### src/rtl/eth_tx_pkg.sv
package eth_tx_pkg;

    typedef enum logic [2:0] {
        ST_IDLE,
        ST_PREAMBLE,
        ST_SFD,
        ST_DATA,
        ST_PAD,
        ST_FCS
    } tx_state_t;

    localparam logic [7:0]  PREAMBLE_BYTE = 8'h55;
    localparam logic [7:0]  SFD_BYTE      = 8'hD5;
    localparam logic [7:0]  PAD_BYTE      = 8'h00;
    localparam int          FCS_BYTES     = 4;
    localparam int          FCS_BITS      = FCS_BYTES * 8;
    localparam logic [31:0] CRC_POLY_REFL = 32'hEDB88320;
    localparam logic [31:0] CRC_SEED      = 32'hFFFF_FFFF;

endpackage

### src/rtl/eth_tx_crc.sv
module eth_tx_crc
    import eth_tx_pkg::*;
(
    input  logic        clk,
    input  logic        rst_n,
    input  logic        init,
    input  logic        upd_en,
    input  logic        upd_bit,
    input  logic        out_en,
    output logic [31:0] crc_q
);

    logic feedback;
    assign feedback = crc_q[0] ^ upd_bit;

    // Reflected serial CRC while data goes out; plain right shift while the
    // complemented remainder is sent.
    always_ff @(posedge clk) begin
        if (!rst_n) begin
            crc_q <= CRC_SEED;
        end else if (init) begin
            crc_q <= CRC_SEED;
        end else if (upd_en) begin
            crc_q <= (crc_q >> 1) ^ (feedback ? CRC_POLY_REFL : 32'h0);
        end else if (out_en) begin
            crc_q <= {1'b1, crc_q[31:1]};
        end
    end

endmodule

### src/rtl/eth_tx_replay.sv
module eth_tx_replay #(
    parameter int DEPTH = 8,
    localparam int IDX_W = (DEPTH > 1) ? $clog2(DEPTH) : 1
) (
    input  logic             clk,
    input  logic             wr_en,
    input  logic [IDX_W-1:0] wr_idx,
    input  logic [7:0]       wr_data,
    input  logic [IDX_W-1:0] rd_idx,
    output logic [7:0]       rd_data
);

    logic [7:0] store [DEPTH];

    always_ff @(posedge clk) begin
        if (wr_en) begin
            store[wr_idx] <= wr_data;
        end
    end

    assign rd_data = store[rd_idx];

endmodule

### src/rtl/eth_tx_serializer.sv
module eth_tx_serializer
    import eth_tx_pkg::*;
#(
    parameter int LEN_W        = 11,
    parameter int REPLAY_DEPTH = 8,
    parameter int PREAMBLE_LEN = 7
) (
    input  logic             clk,
    input  logic             rst_n,
    input  logic             frame_start,
    input  logic             frame_retry,
    input  logic             frame_pad,
    input  logic             frame_crc,
    input  logic [LEN_W-1:0] min_len,
    input  logic [7:0]       src_data,
    input  logic             src_last,
    output logic             src_take,
    input  logic             collision,
    output logic             tx_en,
    output logic             tx_bit
);

    localparam int IDX_W = (REPLAY_DEPTH > 1) ? $clog2(REPLAY_DEPTH) : 1;
    localparam int PRE_W = (PREAMBLE_LEN > 1) ? $clog2(PREAMBLE_LEN) : 1;
    localparam logic [LEN_W-1:0] REPLAY_LIM = LEN_W'(REPLAY_DEPTH);
    localparam logic [PRE_W-1:0] PRE_LAST   = PRE_W'(PREAMBLE_LEN - 1);

    tx_state_t        state, state_nx;
    logic [7:0]       shreg;
    logic [2:0]       bit_idx;
    logic [PRE_W-1:0] pre_cnt;
    logic [LEN_W-1:0] byte_cnt;
    logic [LEN_W-1:0] pad_target;
    logic [4:0]       fcs_cnt;
    logic             cur_last;
    logic             pad_en;
    logic             crc_en;
    logic             retry_q;

    logic        byte_end;
    logic        from_store;
    logic        need_fetch;
    logic        more_pad;
    logic [7:0]  fetch_data;
    logic        fetch_last;
    logic [7:0]  store_data;
    logic        store_wr;
    logic [31:0] crc_q;

    assign byte_end   = (bit_idx == 3'd7);
    assign from_store = retry_q && (byte_cnt < REPLAY_LIM);
    assign need_fetch = byte_end &&
                        ((state == ST_SFD) || (state == ST_DATA && !cur_last));
    assign more_pad   = pad_en && (byte_cnt < pad_target);
    assign fetch_data = from_store ? store_data : src_data;
    assign fetch_last = from_store ? 1'b0 : src_last;
    assign src_take   = need_fetch && !from_store && !collision;
    assign store_wr   = src_take && !retry_q && (byte_cnt < REPLAY_LIM);

    eth_tx_replay #(.DEPTH(REPLAY_DEPTH)) u_replay (
        .clk     (clk),
        .wr_en   (store_wr),
        .wr_idx  (byte_cnt[IDX_W-1:0]),
        .wr_data (src_data),
        .rd_idx  (byte_cnt[IDX_W-1:0]),
        .rd_data (store_data)
    );

    eth_tx_crc u_crc (
        .clk     (clk),
        .rst_n   (rst_n),
        .init    (state == ST_IDLE && frame_start),
        .upd_en  (state == ST_DATA || state == ST_PAD),
        .upd_bit (shreg[0]),
        .out_en  (state == ST_FCS),
        .crc_q   (crc_q)
    );

    // Next-state selection
    always_comb begin
        state_nx = state;
        unique case (state)
            ST_IDLE:     if (frame_start) state_nx = ST_PREAMBLE;
            ST_PREAMBLE: if (byte_end && pre_cnt == PRE_LAST) state_nx = ST_SFD;
            ST_SFD:      if (byte_end) state_nx = ST_DATA;
            ST_DATA: begin
                if (byte_end && cur_last) begin
                    if (more_pad)    state_nx = ST_PAD;
                    else if (crc_en) state_nx = ST_FCS;
                    else             state_nx = ST_IDLE;
                end
            end
            ST_PAD: begin
                if (byte_end && !more_pad) state_nx = crc_en ? ST_FCS : ST_IDLE;
            end
            ST_FCS:      if (fcs_cnt == 5'(FCS_BITS - 1)) state_nx = ST_IDLE;
            default:     state_nx = ST_IDLE;
        endcase
        if (collision && state != ST_IDLE) state_nx = ST_IDLE;
    end

    // State register
    always_ff @(posedge clk) begin
        if (!rst_n) state <= ST_IDLE;
        else        state <= state_nx;
    end

    // Shift register, counters and per-frame flags
    always_ff @(posedge clk) begin
        if (!rst_n) begin
            shreg      <= '0;
            bit_idx    <= '0;
            pre_cnt    <= '0;
            byte_cnt   <= '0;
            pad_target <= '0;
            fcs_cnt    <= '0;
            cur_last   <= 1'b0;
            pad_en     <= 1'b0;
            crc_en     <= 1'b0;
            retry_q    <= 1'b0;
        end else if (state == ST_IDLE) begin
            bit_idx <= '0;
            if (frame_start) begin
                shreg      <= PREAMBLE_BYTE;
                pre_cnt    <= '0;
                byte_cnt   <= '0;
                fcs_cnt    <= '0;
                cur_last   <= 1'b0;
                pad_en     <= frame_pad;
                crc_en     <= frame_crc;
                retry_q    <= frame_retry;
                pad_target <= min_len - LEN_W'(FCS_BYTES);
            end
        end else begin
            bit_idx <= (state == ST_FCS) ? 3'd0 : bit_idx + 3'd1;
            shreg   <= shreg >> 1;
            if (state == ST_FCS) begin
                fcs_cnt <= fcs_cnt + 5'd1;
            end else if (byte_end) begin
                if (state == ST_PREAMBLE) begin
                    pre_cnt <= pre_cnt + PRE_W'(1);
                    shreg   <= (pre_cnt == PRE_LAST) ? SFD_BYTE : PREAMBLE_BYTE;
                end else if (need_fetch) begin
                    shreg    <= fetch_data;
                    cur_last <= fetch_last;
                    byte_cnt <= byte_cnt + LEN_W'(1);
                end else if (more_pad) begin
                    shreg    <= PAD_BYTE;
                    byte_cnt <= byte_cnt + LEN_W'(1);
                end
            end
        end
    end

    // Outputs
    always_comb begin
        tx_en  = (state != ST_IDLE);
        tx_bit = 1'b0;
        unique case (state)
            ST_IDLE: tx_bit = 1'b0;
            ST_FCS:  tx_bit = ~crc_q[0];
            default: tx_bit = shreg[0];
        endcase
    end

    AST_START_OPENS_PREAMBLE: assert property (@(posedge clk) disable iff (!rst_n)
        $rose(tx_en) |-> (state == ST_PREAMBLE && pre_cnt == '0 && bit_idx == 3'd0));

    AST_FCS_ONLY_WHEN_ASKED: assert property (@(posedge clk) disable iff (!rst_n)
        (state == ST_FCS) |-> crc_en);

    AST_END_FROM_TAIL: assert property (@(posedge clk) disable iff (!rst_n)
        ($fell(tx_en) && !$past(collision)) |->
        ($past(state) == ST_FCS || $past(state) == ST_DATA || $past(state) == ST_PAD));

    AST_COLLISION_STOPS: assert property (@(posedge clk) disable iff (!rst_n)
        (collision && tx_en) |=> !tx_en);

    AST_REPLAY_NO_FETCH: assert property (@(posedge clk) disable iff (!rst_n)
        (retry_q && byte_cnt < REPLAY_LIM && (state == ST_SFD || state == ST_DATA))
        |-> !src_take);

endmodule

### config.mk
export PLATFORM = sky130hd
export DESIGN_NAME = eth_tx_serializer
export DESIGN_NICKNAME = d
export VERILOG_FILES = /design/src/rtl/eth_tx_pkg.sv /design/src/rtl/eth_tx_crc.sv /design/src/rtl/eth_tx_replay.sv /design/src/rtl/eth_tx_serializer.sv
export SDC_FILE = /design/constraint.sdc
export NUM_CORES = 1
export LEC_CHECK = 0
export ABC_AREA = 1
export CAP_MARGIN = 30
export CORE_UTILIZATION = 53
export DETAILED_ROUTE_END_ITERATION = 12
export DONT_BUFFER_PORTS = 1
export HOLD_SLACK_MARGIN = 0.02
export PLACE_DENSITY = 0.65
export SLEW_MARGIN = 20
export SYNTH_ARGS = -nofsm -noshare
export SYNTH_HDL_FRONTEND = slang
export SYNTH_HIERARCHICAL = 1
export SYNTH_SLANG_ARGS = --single-unit
### constraint.sdc
create_clock -name clk -period 3.2 [get_ports clk]
set_clock_uncertainty 0.2 [all_clocks]
set_input_delay 0.64 -clock clk [delete_from_list [all_inputs] [get_ports clk]]
set_output_delay 0.64 -clock clk [all_outputs]
set_load 0.05 [all_outputs]
==> results.yml, run 1 <==
logic_synthesis:
  ys.flop_type: "dfxtp_1"
  ys_seq_elements: 144
  synthDistinctLibCells: 41
  ys.warnings.count: 6
  synth_area_um2: 7290
  synth_nets: 975
  syn_inst: 930
  synth.yosys.seq_area_share: 0.483
  async_reset_ff_frac: 0
  syn_avg_cell_area_um2: 7.84
  synth_edf_count: 64
global_routing:
  grt_pass1_vias: 5594
  antenna_found_initial: 0
  grt_pass1_wl_um: 26800
  grt_use_total: 0.242
  grt.overflow.total: 0
  grt_max_degree: 34
power:
  peakVddDrop_mv: 0.418
  p_total_w: 0.00524
  power.leakage_nw: 3.50
  p_per_area_nw_per_um2: 664
timing:
  setup_viol: 0
  worst_slew_pin_slew_ps: 721
  fmax_mhz: 368
  period_share: 0.849
  whs_ps: 103
  fin_setup_tns_ps: 0
  hold_viol_final: 0
  drv_slew: 0
  rsz0062_at_grt: "false"
  relSlewSlack: 0.517
  setup_ws_ps: 485
  fin_crit_ps: 2720
place:
  pre_cts_slack_ps: 552
  port_buffers: 0
  place.gp.congestion: 0.889
  place_inst: 1084
  dp_hpwl_um: 11200
route:
  wire_per_inst_um: 14.3
  vias: 5844
  wl_um: 16000
  drtPass1Iterations: 7
  ant_nets: 0
  drt_iter0_drc: 413
  drc_errors: 0
  viasPerCell: 5.24
min_path:
  min_path_type: "in -> reg"
cts:
  cts_root_buf: "clkbuf_16"
  cts_max_path_buffers: 2
  clkTransAtPathRegs_ps: 60
  holdBufCountCts: 0
  cts_buffers: 17
  cts.htree.levels: 4
  cts_setup_buffers: 0
  clock_sinks: 144
  clock_latency_ps: 420
  ctsResizeCount: 0
  cts_tree: "built"
cells_and_area:
  drive_gt1_frac: 0.0755
  fin_cells: 1116
  area_growth_pct: 8.34
  n_antenna_cell: 0
  nNetsFinal: 972
setup_path:
  arrival_ps: 1880
  slowest_stage: "dfxtp_1"
  cp-start-kind: "register"
  path_class: "reg -> out"
  max_stage_delay_ps: 330
  critPathMaxFanout: 7
  cp_cell_sequence: "ha_1 > ha_1 > nand3_2 > nor3_2 > buf_4"
  cp_data_required_time_ps: 2360
  crit_path_frequent_cell: "ha_1"
  crit_path_end_kind: "primary output"
floorplan:
  die-area_um2: 14200
  ios: 30
  rows: 42
  die_x_um: 119
  die_y_um: 119
  start_util: 0.546
  coreArea_um2: 13300
run_status:
  outcome: "complete, no violations"
job:
  drv_cap: 0
[kinds of logic (layout without fill, tap and decap cells)]
kind of cell,after synthesis,count (layout),synth area share
adders and majority gates,18,18,0.0309
xor gates and xnor gates,9,9,0.0108
and+or+nand+nor,458,458,0.275
buffers and inverters,188,198,0.111
DFF,144,144,0.483
AOI/OAI and AO/OA,113,113,0.0892
[sequential cells by signal, summed over array words and instances, names as in the netlist]
name            count
pad_en              1
state               3
crc_en              1
pre_cnt             3
fcs_cnt             5
shreg               8
cur_last            1
pad_target         11
bit_idx             3
byte_cnt           11
retry_q             1
u_crc/crc_q        32
u_replay/store     64
[final cells by class]
type,count,area [um2]
sequential,144,3520
timing repair buffer,10,75.1
clock buffer,19,433
multi-input combinational,598,2960
inverter,156,591
clock inverter,13,97.6
fill,1206,5450
tap,176,220
[power by group]
| group | leakage [nW] | switching, W | total [W] | internal [W] |
|---|---|---|---|---|
| Clock | 0.255 | 0.000724 | 0.00177 | 0.00105 |
| Sequential | 1.23 | 0.0000803 | 0.00211 | 0.00203 |
| Combinational | 2.02 | 0.000965 | 0.00136 | 0.000399 |
[synth_stat cells (2+ instances only)]
library cell,number,share of area
nor3_1,6,0.0041
buf_2,13,0.0089
a21boi_0,2,0.0021
o21ai_4,2,0.0045
o211ai_1,3,0.0031
a31oi_1,2,0.0017
a21oi_2,8,0.0096
nand3_1,90,0.062
xor2_1,9,0.011
o21ai_0,34,0.023
nor2_1,62,0.032
dfxtp_1,80,0.22
o21a_1,2,0.0021
o21bai_1,4,0.0041
buf_4,3,0.0031
ha_1,18,0.031
o21ai_1,3,0.0021
a21oi_1,52,0.036
clkbuf_1,6,0.0031
nor3b_1,2,0.0021
nor2_2,2,0.0017
nand2_4,2,0.0031
nor2_8,2,0.0055
inv_2,5,0.0026
nand2_2,5,0.0043
nand4_1,17,0.015
nand2_1,261,0.13
buf_6,10,0.015
inv_4,2,0.0017
nand3b_1,2,0.0021
inv_1,148,0.076
edfxtp_1,64,0.26
[stage by stage]
stage / cell area [um2] / utilization
2_1_floorplan: 7290 / -
3_3_place_gp: 7370 / 0.552
3_5_place_dp: 7370 / 0.552
4_1_cts: 7900 / 0.592
5_1_grt: 7900 / 0.592
6_report: 7900 / 0.592
[layer usage]
metal	GRT usage	vias up	routed length [um]
li1	-	2980	-
met1	0.304	2676	7210
met2	0.399	160	7590
met3	0.0517	28	824
met4	0.106	0	366
met5	0	-	0
[path summary, 6_finish.rpt]
check | startpoint | to | slack (ps) | cells after the start
setup / recovery | bit_idx[0]$_SDFF_PP0_ | src_take | 480 | 5
setup reg to reg | bit_idx[0]$_SDFF_PP0_ | u_replay/store[0][4]$_DFFE_PP_ | 550 | 6
hold reg to reg | bit_idx[0]$_SDFF_PP0_ | bit_idx[0]$_SDFF_PP0_ | 230 | 1
hold / removal | min_len[2] | pad_target[2]$_SDFFE_PN0P_ | 100 | 1
[placed cells by master, fill, tap and decap left out, drive strengths merged]
master	Yosys	routed
nand2	268	268
clkinv	1	10
bufinv	0	1
clkinvlp	0	3
nor3b	2	2
clkbuf	6	19
nor2	67	67
xor2	9	9
o21a	2	2
nor3	7	7
or2	2	2
inv	155	155
o211ai	3	3
nand4	17	17
o21bai	4	4
edfxtp	64	64
ha	18	18
o21ai	39	39
buf	26	10
dfxtp	80	80
nand3	92	92
a31oi	2	2
a21oi	60	60
and2	1	1
nand3b	2	2
a21boi	2	2
o31ai	1	1
[worst max-delay path, delay by kind of cell (launching register included)]
family                   cells  cell delay (ps)
AND/OR/NAND/NOR              2              450
flip-flops                   1              330
adder cells (fa/ha/maj)      2              450
buffers and inverters        1              240
Power figures use the tool's default switching activity.
==> run 2, diff against run 1 <==
==> constraint.sdc (replaced) <==
create_clock -name clk -period 2.7 [get_ports clk]
set_clock_uncertainty 0.2 [all_clocks]
set_input_delay 0.54 -clock clk [delete_from_list [all_inputs] [get_ports clk]]
set_output_delay 0.54 -clock clk [all_outputs]
set_load 0.05 [all_outputs]
==> results.yml, run 2 (synthesis gave the netlist of run 1 again) <==
power:
  power.leakage_nw: 3.65
  pwr-share-comb: 0.252
  internal_power_w: 0.00451
  peakVddDrop_mv: 0.429
  sw_frac_of_total: 0.320
  p_per_area_nw_per_um2: 809
  power_frac_clock: 0.374
  p_seq_frac: 0.374
  p_switching_w: 0.00212
route:
  viasPerCell: 5.22
  drc_errors: 0
  drtPass1Iterations: 5
  wl_um: 16500
  drt_iter0_drc: 497
  wire_per_inst_um: 14.5
  vias: 5942
  ant_nets: 0
cells_and_area:
  nNetsFinal: 994
  regMostFlops: "u_replay/store"
  final_common_cell: "nand2_1"
  post-route-util: 0.614
  multiInputGateArea_um2: 2970
  largest_reg_flops: 64
  n_fill_cell: 1168
  final_cell_mix: "261 x nand2_1, 147 x inv_1, 90 x nand3_1"
  reg.largest.list: "u_replay/store x64, u_crc/crc_q x32"
  drive_gt1_frac: 0.0894
  regArea_um2: 3530
  area_growth_pct: 12.3
cts:
  cts_buffers: 17
  cts.htree.levels: 4
  cts_root_buf: "clkbuf_16"
  cts_max_path_buffers: 2
  cts_tree: "built"
  clock_sinks: 144
  cts_setup_buffers: 0
  clkTransAtPathRegs_ps: 60
  clock_latency_ps: 420
timing:
  hold_viol_final: 0
  rsz0062_at_grt: "false"
  relSlewSlack: 0.623
  fmax_mhz: 385
  drv_slew: 0
  fin_crit_ps: 2600
  setup_viol: 0
  fin_setup_tns_ps: 0
  worst_slew_pin_slew_ps: 564
  period_share: 0.962
floorplan:
  coreArea_um2: 13300
  die-area_um2: 14200
  die_y_um: 119
  start_util: 0.546
  die_x_um: 119
  rows: 42
  ios: 30
place:
  dp_hpwl_um: 11000
  port_buffers: 0
  place.gp.congestion: 0.855
min_path:
  min_path_type: "in -> reg"
  whs_path_depth: 2
setup_path:
  critPathMaxFanout: 7
  crit_path_end_kind: "primary output"
  r2r_cells: 7
  path_class: "reg -> out"
  arrival_ps: 1860
  cp-start-kind: "register"
  ff2ff_setup_slack_ps: 290
  cp_data_required_time_ps: 1960
global_routing:
  grt.overflow.total: 0
  grt_pass1_vias: 5823
  grt_max_degree: 36
  grt_pass1_wl_um: 27600
  grt_use_total: 0.250
  antenna_found_initial: 1
run_status:
  outcome: "complete, no violations"
job:
  drv_cap: 0
==> run 2: changes by cell type in the layout (fill, tap and decap cells not counted) <==
cell           change
buf_4             +13
ha_2               +1
dlygate4sd3_1      +9
clkinvlp_4         -1
inv_1              -1
clkinv_1           +4
diode_2            +1
ha_1               -1
clkbuf_1           -2
clkinv_2           -4
bufinv_16          +4
dfxtp_1            -2
dfxtp_2            +2
==> run 2: layout make-up <==
type / count / share of cell area
diodes: 1 / 0.000305
flip-flops and latches: 144 / 0.430
repair buffers: 32 / 0.0321
clock inverters: 15 / 0.0241
multi-input cells: 598 / 0.362
clock buffers: 17 / 0.0519
inverters: 156 / 0.0725
well taps: 176 / 0.0269
==> run 2: through the flow <==
| step | std cells | total power (W) | area (um2) | setup WS, ps | hold slack (ps) |
|---|---|---|---|---|---|
| detailed placement | 1097 | 0.00415 | 7470 | 251 | 214 |
| floorplan | 930 | 0.00386 | 7290 | 3.53 | 199 |
| finish | 1139 | 0.00663 | 8190 | 104 | 57.1 |
| global route | 1138 | 0.00699 | 8190 | 13.7 | 47.4 |
| global placement | 1097 | 0.00411 | 7470 | 351 | 216 |
| CTS | 1138 | 0.00666 | 8180 | 14.2 | 42.9 |
==> run 2: power groups by stage <==
stage | logic [W] | clock network [W] | registers (W)
after floorplan | 0.00134 | 0 | 0.00252
after global routing | 0.00188 | 0.00261 | 0.00250
after global placement | 0.00159 | 0 | 0.00252
final | 0.00167 | 0.00248 | 0.00248
after detailed placement | 0.00163 | 0 | 0.00253
after CTS | 0.00167 | 0.00251 | 0.00248
==> run 2: worst max-delay path: stages (launching register included) <==
cell and delay (ps):
dfxtp_1 330, ha_1 160, ha_2 250, nand3_2 170
nor3_2 280, buf_4 250
==> run 2: final timing paths <==
kind,from,endpoint
worst max-delay path,bit_idx[0]$_SDFF_PP0_,src_take
worst max register to register,bit_idx[0]$_SDFF_PP0_,u_replay/store[5][4]$_DFFE_PP_
worst min-delay path,min_len[0],pad_target[0]$_SDFFE_PN0P_
worst min register to register,bit_idx[0]$_SDFF_PP0_,bit_idx[0]$_SDFF_PP0_
==> run 2: timing repair <==
item	in CTS	in global routing
endpoints found under the setup margin	0	2
gates resized for setup	0	4
hold buffers	9	0
endpoints found under the hold margin	65	0
==> run 2: routing by layer <==
metal,wire length [um],track usage,up-vias
met2,7630,0.416,182
met5,0,0,-
met3,913,0.0565,27
li1,-,-,3014
met1,7520,0.315,2719
met4,403,0.0961,0
==> run 3, diff against run 2 <==
--- a/config.mk
+++ b/config.mk
@@ -12,6 +12,7 @@
 export DONT_BUFFER_PORTS = 1
 export HOLD_SLACK_MARGIN = 0.02
 export PLACE_DENSITY = 0.65
+export SETUP_SLACK_MARGIN = 0.4
 export SLEW_MARGIN = 20
 export SYNTH_ARGS = -nofsm -noshare
 export SYNTH_HDL_FRONTEND = slang
==> results.yml, run 3 (synthesis gave the netlist of run 1 again) <==
cts:
  clock_sinks: 144
  cts.htree.levels: 4
  cts_buffers: 17
  cts_max_path_buffers: 2
  clkTransAtPathRegs_ps: 60
  clock_latency_ps: 420
  cts_root_buf: "clkbuf_16"
  cts_tree: "built"
timing:
  fin_setup_tns_ps: 0
  fin_crit_ps: 2310
  setup_viol: 0
  period_share: 0.854
  fmax_mhz: 434
  worst_slew_pin_slew_ps: 580
  rsz0062_at_grt: "true"
  setup_ws_ps: 393
  hold_viol_final: 0
  relSlewSlack: 0.611
  drv_slew: 0
floorplan:
  die-area_um2: 14200
  start_util: 0.546
  ios: 30
  die_y_um: 119
  die_x_um: 119
  rows: 42
  coreArea_um2: 13300
power:
  p_per_area_nw_per_um2: 791
  peakVddDrop_mv: 0.517
  power.leakage_nw: 3.71
cells_and_area:
  drive_gt1_frac: 0.120
  regArea_um2: 3540
  n_antenna_cell: 0
  area_growth_pct: 14.5
  final_common_cell: "nand2_1"
  multiInputGateArea_um2: 3050
  final_cell_mix: "261 x nand2_1, 146 x inv_1, 87 x nand3_1"
  nNetsFinal: 1003
  post-route-util: 0.626
  final_cell_area_um2: 8350
  n_fill_cell: 1195
  reg.largest.list: "u_replay/store x64, u_crc/crc_q x32"
  regMostFlops: "u_replay/store"
  largest_reg_flops: 64
setup_path:
  critPathMaxFanout: 5
  path_class: "reg -> out"
  crit_path_end_kind: "primary output"
  arrival_ps: 1570
  cp-start-kind: "register"
  cp_data_required_time_ps: 1960
route:
  drt_iter0_drc: 613
  drc_errors: 0
  wl_um: 16600
  wire_per_inst_um: 14.4
  drtPass1Iterations: 5
  vias: 5996
  viasPerCell: 5.23
  ant_nets: 0
global_routing:
  grt_use_total: 0.250
  grt.overflow.total: 0
  grt_pass1_vias: 5667
  antenna_found_initial: 0
  grt_pass1_wl_um: 27600
  grt_max_degree: 34
min_path:
  min_path_type: "in -> reg"
place:
  port_buffers: 0
  pre_cts_slack_ps: 426
  dp_hpwl_um: 11000
  place.gp.congestion: 0.931
  place_area_um2: 7460
run_status:
  outcome: "complete, no violations"
job:
  drv_cap: 0
[run 3: changes by cell type in the layout (fill, tap and decap cells not counted), sizes merged, moves of 2 or more]
cell      delta
buf          +8
bufinv       -2
clkinv       -2
clkinvlp     +2
[run 3: power breakdown]
part | switching (W) | internal [W]
Sequential | 0.0000976 | 0.00241
Clock | 0.000897 | 0.00145
Combinational | 0.00120 | 0.000559
Total | 0.00220 | 0.00441
[run 3: layout make-up]
class	count	area share
inverters	156	0.0720
clock inverters	14	0.0198
repair buffers	40	0.0415
clock buffers	18	0.0514
multi-input cells	599	0.365
flip-flops and latches	144	0.424
well taps	176	0.0264
[run 3: path summary, 6_finish.rpt]
| path | from | end | slack, ps | cells past startpoint |
|---|---|---|---|---|
| max | state[1]$_SDFFE_PP0P_ | tx_bit | 390 | 8 |
| min | rst_n | byte_cnt[0]$_SDFFE_PN0P_ | 50 | 2 |
| max reg2reg | state[2]$_SDFFE_PP0P_ | u_crc/crc_q[26]$_SDFFE_PP1P_ | 620 | 11 |
| min reg2reg | pad_target[4]$_SDFFE_PN0P_ | pad_target[4]$_SDFFE_PN0P_ | 260 | 2 |
[run 3: repair_timing]
item,4_1_cts,5_1_grt
cloned,1,0
pin swaps,6,3
hold buffers,9,0
resized for setup,24,11
endpoints found under the hold margin,65,0
setup endpoints to repair,2,93
setup buffers,6,3
[run 3: critical path: stages, from the launching register on]
cell,delay [ps]
dfxtp_2,390
inv_1,70
nand2_2,90
nor2_2,40
buf_6,110
clkinvlp_4,80
nand3_1,90
o21ai_2,100
buf_6,180
[run 3: routing by layer]
metal	vias up	share of wire	global-route usage	wire length [um]
li1	3033	-	-	-
met1	2769	0.45	0.327	7420
met2	154	0.46	0.392	7680
met3	40	0.054	0.0508	888
met4	0	0.035	0.130	583
met5	-	0	0	0
[run 3: stage by stage]
step | hold WS [ps] | power [W] | cells
floorplan | 199 | 0.00386 | 930
global placement | 206 | 0.00412 | 1096
detailed placement | 220 | 0.00415 | 1096
CTS | 39.0 | 0.00658 | 1144
global route | 45.4 | 0.00697 | 1147
finish | 50.4 | 0.00661 | 1147
